## src/rtl/bcfg_pkg.sv

```systemverilog
package bcfg_pkg;
    localparam int CFG_W      = 8;
    localparam int B_SHIFT    = 0;
    localparam int B_ACK_LO   = 1;
    localparam int B_SWAP_SEL = 6;
    localparam int B_SWAP_EN  = 7;
    localparam logic [CFG_W-1:0] KEEP_MASK = 8'b1100_0111;

    typedef enum logic [1:0] {
        ACK_STATUS = 2'b00,
        ACK_SINGLE = 2'b01,
        ACK_RSVD   = 2'b10,
        ACK_DOUBLE = 2'b11
    } ack_kind_e;

    typedef struct packed {
        logic             lock;
        logic             seen;
        logic             mux;
        logic             wait_h;
        logic [CFG_W-1:0] cfg;
    } cap_state_t;

    typedef struct packed {
        logic as_p;
        logic ds_p;
        logic lat;
    } ack_state_t;
endpackage

```

## src/rtl/bcfg_capture.sv

```systemverilog
module bcfg_capture
    import bcfg_pkg::*;
(
    input  logic             clk,
    input  logic             rst,
    input  logic             wr_i,
    input  logic             dma_sel_i,
    input  logic             chan_sel_i,
    input  logic             as_i,
    input  logic [CFG_W-1:0] wdata_i,
    output logic             locked_o,
    output logic             mux_o,
    output logic             wait_o,
    output logic [CFG_W-1:0] cfg_o
);
    cap_state_t st_d, st_q;

    always_comb begin
        st_d = st_q;
        if (!st_q.lock) begin
            if (wr_i && !dma_sel_i) begin
                st_d.lock   = 1'b1;
                st_d.mux    = st_q.seen;
                st_d.wait_h = chan_sel_i;
                st_d.cfg    = wdata_i & KEEP_MASK;
            end else if (as_i) begin
                st_d.seen = 1'b1;
            end
        end
    end

    always_ff @(posedge clk) begin
        if (rst) st_q <= '0;
        else     st_q <= st_d;
    end

    assign locked_o = st_q.lock;
    assign mux_o    = st_q.mux;
    assign wait_o   = st_q.wait_h;
    assign cfg_o    = st_q.cfg;

    // once locked, the stored settings never move
    a_r2_cfg_frozen: assert property (@(posedge clk) disable iff (rst)
        st_q.lock |=> (st_q.lock && $stable(st_q.cfg) && $stable(st_q.mux) && $stable(st_q.wait_h)));

    // a DMA-selected write does not lock the register
    a_r3_dma_write_ignored: assert property (@(posedge clk) disable iff (rst)
        (!st_q.lock && wr_i && dma_sel_i) |=> !st_q.lock);
endmodule

```

## src/rtl/bcfg_addr_dec.sv

```systemverilog
module bcfg_addr_dec #(
    parameter int ADDR_W = 5
) (
    input  logic [ADDR_W:0]   ad_i,
    input  logic              mux_i,
    input  logic              shift_left_i,
    output logic [ADDR_W-1:0] addr_o
);
    always_comb begin
        if (mux_i && shift_left_i) addr_o = ad_i[ADDR_W:1];
        else                       addr_o = ad_i[ADDR_W-1:0];
    end
endmodule

```

## src/rtl/bcfg_ack_ctl.sv

```systemverilog
module bcfg_ack_ctl
    import bcfg_pkg::*;
(
    input  logic       clk,
    input  logic       rst,
    input  logic       locked_i,
    input  logic       mux_i,
    input  logic [1:0] code_i,
    input  logic       as_i,
    input  logic       ds_i,
    input  logic       intack_i,
    output logic [1:0] type_o,
    output logic       err_o,
    output logic       lat_o
);
    ack_state_t s_d, s_q;
    ack_kind_e  kind;
    logic       is_status;
    logic       hit;

    always_comb begin
        kind      = ack_kind_e'(code_i);
        err_o     = (kind == ACK_RSVD);
        type_o    = err_o ? ACK_STATUS : kind;
        is_status = (type_o == ACK_STATUS);
        hit       = mux_i ? (as_i && !s_q.as_p) : (!ds_i && s_q.ds_p);
        s_d       = s_q;
        s_d.as_p  = as_i;
        s_d.ds_p  = ds_i;
        if (locked_i && is_status && hit) s_d.lat = intack_i;
    end

    always_ff @(posedge clk) begin
        if (rst) s_q <= '0;
        else     s_q <= s_d;
    end

    assign lat_o = s_q.lat;

    // nothing is latched before configuration
    a_r9_lat_idle: assert property (@(posedge clk) disable iff (rst)
        !locked_i |=> !s_q.lat);

    // a non-status type keeps the latch still
    a_r9_lat_hold: assert property (@(posedge clk) disable iff (rst)
        (locked_i && (code_i == 2'b01 || code_i == 2'b11)) |=> $stable(s_q.lat));
endmodule

```

## src/rtl/bcfg_dma_lane.sv

```systemverilog
module bcfg_dma_lane #(
    parameter int BUS_W = 16
) (
    input  logic               rd_i,
    input  logic               a0_i,
    input  logic               swap_en_i,
    input  logic               swap_sel_i,
    input  logic [BUS_W-1:0]   bus_i,
    output logic [BUS_W/2-1:0] byte_o
);
    localparam int LANE = BUS_W / 2;
    logic take_upper;

    always_comb begin
        take_upper = rd_i && swap_en_i && (a0_i == swap_sel_i);
        byte_o     = take_upper ? bus_i[BUS_W-1:LANE] : bus_i[LANE-1:0];
    end
endmodule

```

## src/rtl/bus_cfg_capture.sv

```systemverilog
module bus_cfg_capture
    import bcfg_pkg::*;
#(
    parameter int ADDR_W = 5,
    parameter int BUS_W  = 16
) (
    input  logic               clk,
    input  logic               rst,
    input  logic               wr_i,
    input  logic               dma_sel_i,
    input  logic               chan_sel_i,
    input  logic [CFG_W-1:0]   wdata_i,
    input  logic               as_i,
    input  logic               ds_i,
    input  logic               intack_i,
    input  logic [ADDR_W:0]    ad_i,
    input  logic               dma_rd_i,
    input  logic               dma_a0_i,
    input  logic [BUS_W-1:0]   dma_bus_i,
    output logic               cfg_pending_o,
    output logic               mux_mode_o,
    output logic               wait_mode_o,
    output logic [CFG_W-1:0]   cfg_o,
    output logic [ADDR_W-1:0]  reg_addr_o,
    output logic [1:0]         ack_type_o,
    output logic               ack_err_o,
    output logic               ack_lat_o,
    output logic [BUS_W/2-1:0] dma_byte_o
);
    logic             locked;
    logic             mux;
    logic [CFG_W-1:0] cfg;

    bcfg_capture u_cap (
        .clk(clk), .rst(rst), .wr_i(wr_i), .dma_sel_i(dma_sel_i),
        .chan_sel_i(chan_sel_i), .as_i(as_i), .wdata_i(wdata_i),
        .locked_o(locked), .mux_o(mux), .wait_o(wait_mode_o), .cfg_o(cfg)
    );

    bcfg_addr_dec #(.ADDR_W(ADDR_W)) u_addr (
        .ad_i(ad_i), .mux_i(mux), .shift_left_i(cfg[B_SHIFT]), .addr_o(reg_addr_o)
    );

    bcfg_ack_ctl u_ack (
        .clk(clk), .rst(rst), .locked_i(locked), .mux_i(mux),
        .code_i(cfg[B_ACK_LO+1:B_ACK_LO]), .as_i(as_i), .ds_i(ds_i),
        .intack_i(intack_i), .type_o(ack_type_o), .err_o(ack_err_o), .lat_o(ack_lat_o)
    );

    bcfg_dma_lane #(.BUS_W(BUS_W)) u_lane (
        .rd_i(dma_rd_i), .a0_i(dma_a0_i), .swap_en_i(cfg[B_SWAP_EN]),
        .swap_sel_i(cfg[B_SWAP_SEL]), .bus_i(dma_bus_i), .byte_o(dma_byte_o)
    );

    assign cfg_pending_o = !locked;
    assign mux_mode_o    = mux;
    assign cfg_o         = cfg;
endmodule

```

## config.mk

```make
export PLATFORM = sky130hd
export DESIGN_NAME = bus_cfg_capture
export DESIGN_NICKNAME = d
export VERILOG_FILES = /design/src/rtl/bcfg_pkg.sv /design/src/rtl/bcfg_capture.sv /design/src/rtl/bcfg_addr_dec.sv /design/src/rtl/bcfg_ack_ctl.sv /design/src/rtl/bcfg_dma_lane.sv /design/src/rtl/bus_cfg_capture.sv
export SDC_FILE = /design/constraint.sdc
export NUM_CORES = 1
export LEC_CHECK = 0
export ABC_AREA = 1
export BUFFER_PORTS_ARGS = -buffer_cell sky130_fd_sc_hd__clkbuf_2
export CORE_MARGIN = 1
export CORE_UTILIZATION = 39
export DETAILED_ROUTE_END_ITERATION = 12
export PLACE_DENSITY = 0.83
export SLEW_MARGIN = 20
export SYNTH_ARGS = -nofsm -noshare
export SYNTH_HDL_FRONTEND = slang
export SYNTH_SLANG_ARGS = --single-unit
```

## constraint.sdc

```tcl
create_clock -name clk -period 1.76 [get_ports clk]
set_input_delay 0.352 -clock clk [delete_from_list [all_inputs] [get_ports clk]]
set_output_delay 0.352 -clock clk [all_outputs]
set_load 0.01 [all_outputs]
```

## After elaboration in Yosys (flattened, before gate mapping)

Index checks and enable logic that the tools add are counted.

- Muxes and demuxes: 9
- Bitwise gates (word level): 2
- Equal/unequal tests: 2
- Reduce and logical (&&, ||, !) cells: 15

Operators by type and width:

| operator | count |
|---|---|
| 12-bit 2-to-1 mux | 1 |
| 10-bit 2-to-1 mux | 1 |
| 1-bit logical AND | 8 |
| 8-bit 2-to-1 mux | 1 |
| 5-bit 2-to-1 mux | 1 |
| 1-bit logical NOT | 4 |
| 1-bit 2-to-1 mux | 4 |
| 3-bit AND reduction | 1 |
| 2-bit equality test, second input constant | 1 |
| 2-bit logical NOT | 1 |
| 2-bit 2-to-1 mux | 1 |
| 1-bit NOT | 2 |
| 2-bit AND reduction | 1 |
| 1-bit equality test | 1 |

- Input port bits: 40
- Output and inout port bits: 28
- Logic and storage cells: 36
- Register bits: 12

## Depth between registers and ports, before layout

Gate-level depths: netlist of run 1.

- Word-level depth: 5
- Mapped depth: 7
- Mapped depth without buffers: 7

## Cells and area by module

A second synthesis of run 1 with hierarchy kept.

- Cell total of the unflattened synthesis: 136
- Area, all modules: 829.5 um^2

Modules (own cells, without submodules):

| module | sequential area each (um^2) | area each (um^2) | cells each | instances |
|---|---|---|---|---|
| bcfg_capture | 180.2 | 437.9 | 63 | 1 |
| bcfg_ack_ctl | 60.1 | 162.7 | 25 | 1 |
| bcfg_dma_lane | 0.0 | 156.4 | 31 | 1 |
| bcfg_addr_dec | 0.0 | 68.8 | 16 | 1 |
| bus_cfg_capture | 0.0 | 3.8 | 1 | 1 |

## Worst setup path before layout of run 1

Ideal clock, no wire load.

- Path type: input port to output port
- From: in dma_a0_i
- To: out dma_byte_o[0]
- Slack: 439 ps
- Required time: 1408 ps
- Buffers on the path: 1
- Arrival time: 969 ps
- Cell stages on the path: 4
- Cells stage by stage: xnor2_1 -> nand3_2 -> buf_6 -> o21ai_2

- Word-level cells in the longest chain between the ends: 3

Ends and longest elaborated chain:

| item | RTL line | RTL |
|---|---|---|
| start: declaration | bus_cfg_capture.sv:18 | `input logic dma_a0_i,` |
| 1-bit equality test | bcfg_dma_lane.sv:15 | `take_upper = rd_i && swap_en_i && (a0_i == swap_sel_i);` |
| 1-bit logical AND | bcfg_dma_lane.sv:15 |  |
| 8-bit 2-to-1 mux | bcfg_dma_lane.sv:16 | `byte_o = take_upper ? bus_i[BUS_W-1:LANE] : bus_i[LANE-1:0];` |
| end: declaration | bus_cfg_capture.sv:28 | `output logic [BUS_W/2-1:0] dma_byte_o` |

No other way between the ends.

## Worst setup path after layout of run 1

- From: reg u_cap.st_q (netlist bit u_cap.cfg_o[6])
- To: out dma_byte_o[0]

- Word-level cells in the longest chain between the ends: 3

Ends and longest elaborated chain:

| item | RTL line | RTL |
|---|---|---|
| start: declaration | bcfg_capture.sv:16 | `cap_state_t st_d, st_q;` |
| start signal: assignment | bcfg_capture.sv:34 | `else st_q <= st_d;` |
| 1-bit equality test | bcfg_dma_lane.sv:15 |  |
| 1-bit logical AND | bcfg_dma_lane.sv:15 |  |
| 8-bit 2-to-1 mux | bcfg_dma_lane.sv:16 |  |

No other way between the ends.

==> run_results.csv, run 1 <==
group,metric,value,unit
hold_path,hold_path.class,"input pin to flop",
cts,numCtsBuffers,3,
pwr,seq_power_share,46.6,%
cells_and_area,syn2layout_area_growth,43.83,%
routing,vias,859,
sta,fin_crit,1.683,ns
global_route,grt_usage,14.74,%
global_route,grt_max_degree,15,
sta,skew,0.003880,ns
global_route,overflow,0,
pwr,p_comb_share,28.7,%
cells_and_area,fill_cells,180,
yosys,yosys.area.top_type,"dfxtp_1",
global_route,grt_pass1_wl,2235,µm
yosys,synth-compound-area-share,23.17,%
status,status,"completed",
yosys,ys_ff_latch,12,
placed_design,port_buffers,61,
yosys,synth_top_family_by_area,"buffers and inverters",
pwr,p_leak,0.0006345,µW
cts,cts.path.max_buffers,2,
cts,postCtsHoldBufs,0,
cts,insertion_delay,0.26,ns
floorplanning,fp.coreArea,1764,µm²
sta,fmax,0.5941,GHz
floorplanning,die_w,45.88,µm
sta,slew_violations,0,
floorplanning,start_util,42.55,%
yosys,synth_top_cell_area_share,32.00,%
floorplanning,die-area,2105,µm²
yosys,synth_area,750.7,µm²
cells_and_area,fin_util,61.21,%
critical_path,critical_path_class,"flop to primary output",
placed_design,place.gp.congestion,0.6770,
floorplanning,dieHeight,45.88,µm
critical_path,start_kind,"flop",
yosys,yosys-top-cells-area,"dfxtp_1, inv_1, o21ai_2",
critical_path,worstPathArrival,1.33,ns
pwr,intPower,457.8,µW
yosys,synthSimpleGateAreaFrac,17.17,%
cts,cts_sinks,12,
critical_path,r2r_end,"u_cap.cfg_o[2]",
critical_path,worstPathRequired,1.41,ns
routing,dr.pass1.iters,3,
hold_path,min_from,"rst",
yosys,synth_commonest_cells,"inv_1, nand2_1, dfxtp_1, a21oi_1",
pwr,p_sw_share,30.37,%
sta,rsz0062_at_grt,"false",
global_route,grt_pass1_vias,626,
yosys,synth_cells,111,
pwr,p_switching,199.7,µW
yosys,synth_edf_count,0,
cts,htreeDepth,1,
cells_and_area,drive_gt1_share,47.31,%
hold_path,whs_path_depth,2,
sta,setup_viol,0,
yosys,synth-async-reset-ratio,0,%
yosys,synth_xor_area_share,1.167,%
placed_design,dp.final_hpwl,1385,µm
sta,final_hold_viol_count,0,
yosys,synth_most_common_cell,"inv_1",
critical_path,crit_path_end_kind,"primary output",
sta,fin_crit_sh,95.63,%
floorplanning,io_pins,68,
cells_and_area,antenna_cells,0,
cts,post_cts_buffers,0,
run,maxCapViolations,0,
cts,cts_tree,"done",
critical_path,r2r-start,"u_cap.locked_o",
routing,drt_iter0_markers,12,
cells_and_area,final_nets,209,
yosys,yosys.area_share.adder,0,%
yosys,ys_types,18,
routing,wire_per_inst,8.932,µm
routing,drcViolationCount,0,
pwr,powerDensity,608.9,nW/µm²
global_route,antenna_found_initial,0,
cts,root_buffer,"clkbuf_4",
yosys,syn_avg_cell_area,6.763,µm²
pwr,clkPwrFrac,24.7,%
hold_path,worstHoldEndpoint,"u_cap.locked_o",
yosys,seq_area_frac_synth,32.00,%
yosys,synth_ff_type,"dfxtp_1",
critical_path,cp_max_fo,8,
yosys,synth_mux_area_share,1.500,%
floorplanning,rows,15,
cts,clkTransAtPathRegs,0.07,ns
routing,antenna_left,0,
critical_path,r2r_slack,0.56,ns
routing,drt_wl_total,1715,µm
routing,viasPerCell,4.474,
pwr,ir_drop,474.4,µV
yosys,yosys_warnings,0,
sta,tns,0,ns
critical_path,reg2reg_depth,4,
[final cells by class]
cell class	count	area (µm²)	area share (%)
multi-input cells	64	377.9	34.99
repair buffers	61	305.3	28.27
flip-flops and latches	12	241.5	22.36
inverters	27	101.3	9.386
well taps	25	31.28	2.897
clock buffers	3	22.52	2.086
[metal layers]
metal	global-route usage (%)	routed length, µm
met5	0	0
met4	8.824	10
met2	27.61	806
met3	1.587	204
met1	15.38	693
[logic make-up (layout without fill, tap and decap cells)]
group	Yosys count	after routing
buffers and inverters	38	91
AO/OA/AOI/OAI	28	28
flip-flops	12	12
other	1	3
multiplexers	1	1
AND/OR/NAND/NOR	30	31
XOR/XNOR	1	1
[power groups by stage]
stage / combinational, µW / clock, µW / sequential (µW)
after floorplan: 111 / 0 / 308
after global placement: 174 / 0 / 308
after detailed placement: 178 / 0 / 309
after CTS: 187 / 166 / 305
after global routing: 211 / 176 / 308
final: 189 / 162 / 306
[worst max-delay path: stages (launching register included)]
cell and delay, ns:
dfxtp_2 0.36, xnor2_4 0.23, nand3_4 0.17, o21ai_2 0.17
buf_2 0.14
[worst max-delay path by stage]
stage	start	end	slack, ns	cells past startpoint
CTS	u_cap.cfg_o[6]	dma_byte_o[0]	0.008	4
detailed placement	dma_a0_i	dma_byte_o[0]	0.07	5
floorplan	dma_a0_i	dma_byte_o[0]	0.44	4
finish	u_cap.cfg_o[6]	dma_byte_o[0]	0.08	4
global route	u_cap.cfg_o[6]	dma_byte_o[0]	0.007	4
global placement	dma_a0_i	dma_byte_o[6]	0.1	5
[flip-flops by register name, summed over array words and instances (netlist names)]
name	flops
u_cap.cfg_o	5
u_cap.locked_o	1
u_ack.lat_o	1
u_cap.wait_o	1
u_ack.s_q	2
u_cap.st_q	1
u_cap.mux_o	1
[what timing repair did]
| action | CTS | global route |
|---|---|---|
| cloned | 1 | 0 |
| endpoints found under the setup margin | 8 | 6 |
| pin swaps | 2 | 3 |
| resized for setup | 3 | 3 |
[cell usage in the layout, fill, tap and decap left out]
cell	Yosys	layout
clkbuf_4	0	3
nor2_1	8	8
o21ai_2	8	8
inv_1	27	27
dfxtp_2	0	1
nand4_1	1	1
clkbuf_2	0	60
nand3_1	2	2
nand2_1	16	16
conb_1	1	3
a22o_1	1	1
o21ai_0	9	9
mux2_2	1	1
a21oi_1	10	10
buf_2	0	1
nand3_4	0	2
xnor2_4	0	1
dfxtp_1	12	11
nand2_2	2	2
[stage by stage]
| stage | std cells | setup WS [ns] | instance area [µm²] | power (µW) | hold slack, ns |
|---|---|---|---|---|---|
| after floorplan | 113 | 0.4393 | 758.2 | 418.9 | 0.4244 |
| after global placement | 188 | 0.09964 | 1012 | 481.6 | 0.4381 |
| after detailed placement | 188 | 0.07007 | 1012 | 486.8 | 0.4393 |
| after CTS | 192 | 0.007952 | 1067 | 658.5 | 0.2818 |
| after global routing | 192 | 0.006634 | 1080 | 694.9 | 0.3020 |
| final | 192 | 0.07683 | 1080 | 657.5 | 0.2864 |
Power figures use the tool's default switching activity.
==> inputs of run 2 (changes only) <==
--- a/config.mk
+++ b/config.mk
@@ -7,10 +7,12 @@
 export LEC_CHECK = 0
 export ABC_AREA = 1
 export BUFFER_PORTS_ARGS = -buffer_cell sky130_fd_sc_hd__clkbuf_2
+export CELL_PAD_IN_SITES_DETAIL_PLACEMENT = 1
+export CELL_PAD_IN_SITES_GLOBAL_PLACEMENT = 1
 export CORE_MARGIN = 1
-export CORE_UTILIZATION = 39
+export CORE_UTILIZATION = 24
 export DETAILED_ROUTE_END_ITERATION = 12
-export PLACE_DENSITY = 0.83
+export PLACE_DENSITY_LB_ADDON = 0.1
 export SLEW_MARGIN = 20
 export SYNTH_ARGS = -nofsm -noshare
 export SYNTH_HDL_FRONTEND = slang
==> run_results.csv, run 2 (synthesized netlist as in run 1, its figures left out) <==
group,metric,value,unit
cells_and_area,final_common_cell,"clkbuf_2",
global_route,grt_max_degree,17,
global_route,grt_pass1_vias,737,
floorplanning,die_w,57.93,µm
sta,setup_viol,0,
critical_path,cp_max_fo,16,
cts,cts_resized,0,
floorplanning,start_util,26.32,%
critical_path,max_stage_delay,0.34,ns
sta,final_hold_viol_count,0,
critical_path,cp-startpoint,"u_cap.cfg_o[6]",
critical_path,worstPathArrival,1.29,ns
placed_design,place.gp.congestion,0.6538,
pwr,ir_drop,319.4,µV
global_route,grt_usage,11.78,%
floorplanning,dieHeight,57.93,µm
cts,cts_tree,"done",
global_route,antenna_found_initial,0,
routing,wire_per_inst,9.990,µm
routing,antenna_left,0,
routing,dr.pass1.iters,8,
sta,rsz0062_at_grt,"false",
global_route,overflow,0,
hold_path,hold_path.class,"input pin to flop",
routing,drt_iter0_markers,15,
critical_path,r2r_end,"u_cap.cfg_o[0]",
cts,postCtsHoldBufs,0,
critical_path,worstPathRequired,1.41,ns
run,maxCapViolations,0,
critical_path,r2r_slack,0.54,ns
critical_path,cp_num_buf_inv,2,
cts,cts_sinks,12,
cts,insertion_delay,0.27,ns
cells_and_area,syn2layout_area_growth,42.67,%
critical_path,reg2reg_depth,4,
cells_and_area,drive_gt1_share,47.62,%
global_route,grt_pass1_wl,3077,µm
routing,drcViolationCount,7,
sta,skew,0.001558,ns
cts,cts.path.max_buffers,2,
routing,drt_wl_total,1988,µm
status,status,"finished with violations",
sta,tns,0,ns
routing,vias,838,
sta,fin_crit_sh,93.48,%
sta,fin_crit,1.645,ns
cells_and_area,fin_cells,199,
critical_path,crit_path_end_kind,"primary output",
cts,post_cts_buffers,0,
floorplanning,fp.coreArea,2853,µm²
cts,htreeDepth,1,
placed_design,port_buffers,61,
cts,clkTransAtPathRegs,0.08,ns
pwr,powerDensity,659.0,nW/µm²
hold_path,min_from,"rst",
critical_path,critical_path_class,"flop to primary output",
cells_and_area,antenna_cells,0,
critical_path,start_kind,"flop",
critical_path,cp.depth,5,
critical_path,crit_end,"dma_byte_o[3]",
floorplanning,rows,19,
floorplanning,die-area,3356,µm²
placed_design,place_inst,195,
critical_path,r2r-start,"u_cap.locked_o",
critical_path,path_delay_family,"flip-flops",
status,violations,"design-rule violations",
cells_and_area,largest_reg_flops,5,
cells_and_area,most-common-layout-cells,"clkbuf_2, inv_1, nand2_1",
cells_and_area,final_nets,209,
critical_path,path_cells,"xnor2_1 -> nand3_2 -> buf_6 -> o21ai_2 -> clkbuf_2",
sta,slew_violations,0,
placed_design,dp.final_hpwl,1659,µm
pwr,p_leak,0.0006406,µW
routing,viasPerCell,4.211,
floorplanning,io_pins,68,
cts,numCtsBuffers,3,
sta,fmax,0.6078,GHz
critical_path,crit_path_top_delay_cell,"dfxtp_2",
cts,root_buffer,"clkbuf_4",
[run 2: cell types whose count changed in the layout (fill, tap and decap cells not counted), sizes merged]
cell    delta
clkbuf     +2
nand3      -1
[run 2: final cells by class]
cell class,count,area (µm²)
clock buffer,4,36.28
fill,394,1782
timing repair buffer,62,316.6
tap,31,38.79
inverter,27,101.3
multi-input combinational,63,336.6
sequential,12,241.5
[run 2: report_power, final]
group	leakage [µW]	total, µW	internal, µW	switching (µW)
clock	0.0000210	221	126	95.1
combinational	0.000520	182	84.2	97.4
sequential	0.0000994	304	290	13.5
[run 2: metal layers]
layer | part of all wire [%] | track usage (%) | wire, µm
met2 | 45 | 19.70 | 904
met1 | 42 | 14.19 | 841
met4 | 0.70 | 6.122 | 14
met3 | 11 | 2.455 | 227
met5 | 0 | 0 | 0
[run 2: metrics by stage]
stage / setup slack [ns] / cell area (µm²) / utilization [%] / total power (µW) / hold slack [ns]
6_report: 0.1148 / 1071 / 37.54 / 705.8 / 0.2790
5_1_grt: 0.02036 / 1071 / 37.54 / 755.9 / 0.2810
4_1_cts: 0.03749 / 1064 / 37.28 / 720.7 / 0.2677
3_5_place_dp: 0.2422 / 1027 / 36.01 / 493.4 / 0.4519
3_3_place_gp: 0.2698 / 1027 / 36.01 / 486.1 / 0.4465
2_1_floorplan: 0.4393 / 758.2 / - / 418.9 / 0.4244
[run 2: how the worst min path moves through the flow]
stage	endpoint	slack, ns	cells after the start
4_1_cts	u_ack.s_q[1]	0.27	2
2_1_floorplan	u_ack.s_q[1]	0.42	1
5_1_grt	u_ack.s_q[1]	0.28	2
3_5_place_dp	u_cap.wait_o	0.45	2
6_report	u_ack.s_q[1]	0.28	2
3_3_place_gp	u_cap.wait_o	0.45	2
==> inputs of run 3 (changes only) <==
--- a/config.mk
+++ b/config.mk
@@ -10,7 +10,7 @@
 export CELL_PAD_IN_SITES_DETAIL_PLACEMENT = 1
 export CELL_PAD_IN_SITES_GLOBAL_PLACEMENT = 1
 export CORE_MARGIN = 1
-export CORE_UTILIZATION = 24
+export CORE_UTILIZATION = 22
 export DETAILED_ROUTE_END_ITERATION = 12
 export PLACE_DENSITY_LB_ADDON = 0.1
 export SLEW_MARGIN = 20
==> constraint.sdc (replaced) <==
create_clock -name clk -period 1.6 [get_ports clk]
set_input_delay 0.32 -clock clk [delete_from_list [all_inputs] [get_ports clk]]
set_output_delay 0.32 -clock clk [all_outputs]
set_load 0.01 [all_outputs]
==> run_results.csv, run 3 (synthesized netlist as in run 1, its figures left out) <==
group,metric,value,unit
status,status,"completed",
sta,slew_violations,0,
global_route,overflow,0,
cts,cts_sinks,12,
hold_path,hold_path.class,"input pin to flop",
cells_and_area,final_common_cell,"clkbuf_2",
cells_and_area,final_nets,209,
cells_and_area,syn2layout_area_growth,48.17,%
floorplanning,start_util,23.81,%
cts,root_buffer,"clkbuf_4",
global_route,grt_pass1_wl,3111,µm
placed_design,port_buffers,61,
sta,fin_crit_sh,98.14,%
routing,antenna_left,0,
floorplanning,die-area,3650,µm²
critical_path,start_kind,"flop",
critical_path,crit_path_end_kind,"primary output",
critical_path,critical_path_class,"flop to primary output",
floorplanning,rows,20,
sta,fin_crit,1.570,ns
floorplanning,io_pins,68,
sta,final_hold_viol_count,0,
critical_path,worstPathArrival,1.25,ns
cts,clkTransAtPathRegs,0.08,ns
pwr,p_leak,0.0006618,µW
global_route,antenna_found_initial,0,
global_route,grt_pass1_vias,763,
critical_path,r2r_slack,0.37,ns
routing,wire_per_inst,9.415,µm
pwr,ir_drop,345.6,µV
routing,drt_iter0_markers,5,
sta,fmax,0.6369,GHz
sta,setup_viol,0,
floorplanning,dieHeight,60.42,µm
pwr,powerDensity,697.8,nW/µm²
cts,post_cts_buffers,0,
critical_path,cp_max_fo,16,
cells_and_area,drive_gt1_share,49.40,%
global_route,grt_usage,11.22,%
floorplanning,die_w,60.42,µm
cts,numCtsBuffers,3,
cells_and_area,largest_reg_flops,5,
routing,viasPerCell,4.009,
cts,cts.path.max_buffers,2,
global_route,grt_max_degree,17,
routing,dr.pass1.iters,4,
cells_and_area,antenna_cells,0,
run,maxCapViolations,0,
floorplanning,fp.coreArea,3153,µm²
cells_and_area,fin_util,35.28,%
routing,drt_wl_total,1996,µm
critical_path,worstPathRequired,1.28,ns
cts,htreeDepth,1,
sta,tns,0,ns
placed_design,place.gp.congestion,0.6410,
sta,skew,0.003728,ns
routing,vias,850,
routing,drcViolationCount,0,
sta,rsz0062_at_grt,"true",
cells_and_area,most-common-layout-cells,"clkbuf_2, inv_1, nand2_1",
placed_design,dp.final_hpwl,1690,µm
cts,cts_tree,"done",
cts,insertion_delay,0.27,ns
run 3: cell types whose count changed in the layout (fill, tap and decap cells not counted), sizes merged:
cell and change:
buf +3, clkbuf -3
run 3: through the flow:
| step | total power (µW) | setup slack, ns | std cells | hold WS [ns] | instance area (µm²) |
|---|---|---|---|---|---|
| 2_1_floorplan | 460.8 | 0.3286 | 113 | 0.3924 | 758.2 |
| 3_3_place_gp | 534.3 | 0.1799 | 208 | 0.4326 | 1044 |
| 3_5_place_dp | 542.6 | 0.1391 | 208 | 0.4367 | 1044 |
| 4_1_cts | 795.9 | 0.0004582 | 212 | 0.2446 | 1104 |
| 5_1_grt | 843.6 | -0.07678 | 212 | 0.2451 | 1112 |
| 6_report | 776.1 | 0.02984 | 212 | 0.2532 | 1112 |
run 3: final cells by class:
| cell class | instances | area, µm² |
|---|---|---|
| clock buffer | 4 | 36.28 |
| fill | 436 | 2041 |
| inverter | 27 | 101.3 |
| multi-input combinational | 63 | 351.6 |
| sequential | 12 | 242.7 |
| tap | 44 | 55.05 |
| timing repair buffer | 62 | 325.3 |
run 3: critical path, stage by stage (launching register included):
cell and delay, ns:
dfxtp_2 0.36, xnor2_2 0.12, nand3_2 0.10, buf_12 0.16, nand2_1 0.07, o21ai_2 0.05
buf_2 0.13
run 3: repair_timing:
action / CTS / global route
gates resized for setup: 6 / 6
endpoints found under the hold margin: 0 / 0
pin swaps: 1 / 0
hold buffers: 0 / 0
endpoints found under the setup margin: 9 / 10
run 3: routing by layer:
layer | GRT usage, % | wire, µm
met5 | 0 | 0
met4 | 2.922 | 0
met3 | 3.412 | 195
met2 | 19.78 | 958
met1 | 13.23 | 843
run 3: final timing paths:
check | endpoint | from | depth (start not counted)
worst max-delay path | dma_byte_o[6] | u_cap.cfg_o[6] | 6
worst min-delay path | u_ack.s_q[1] | rst | 2
worst max register to register | u_cap.cfg_o[6] | u_cap.locked_o | 4
worst min register to register | u_cap.wait_o | u_cap.wait_o | 2
run 3: power breakdown:
| part | leakage [µW] | internal, µW | switching [µW] |
|---|---|---|---|
| registers | 0.0000998 | 320 | 16.0 |
| logic | 0.000541 | 96.4 | 107 |
| clock network | 0.0000210 | 138 | 98.7 |
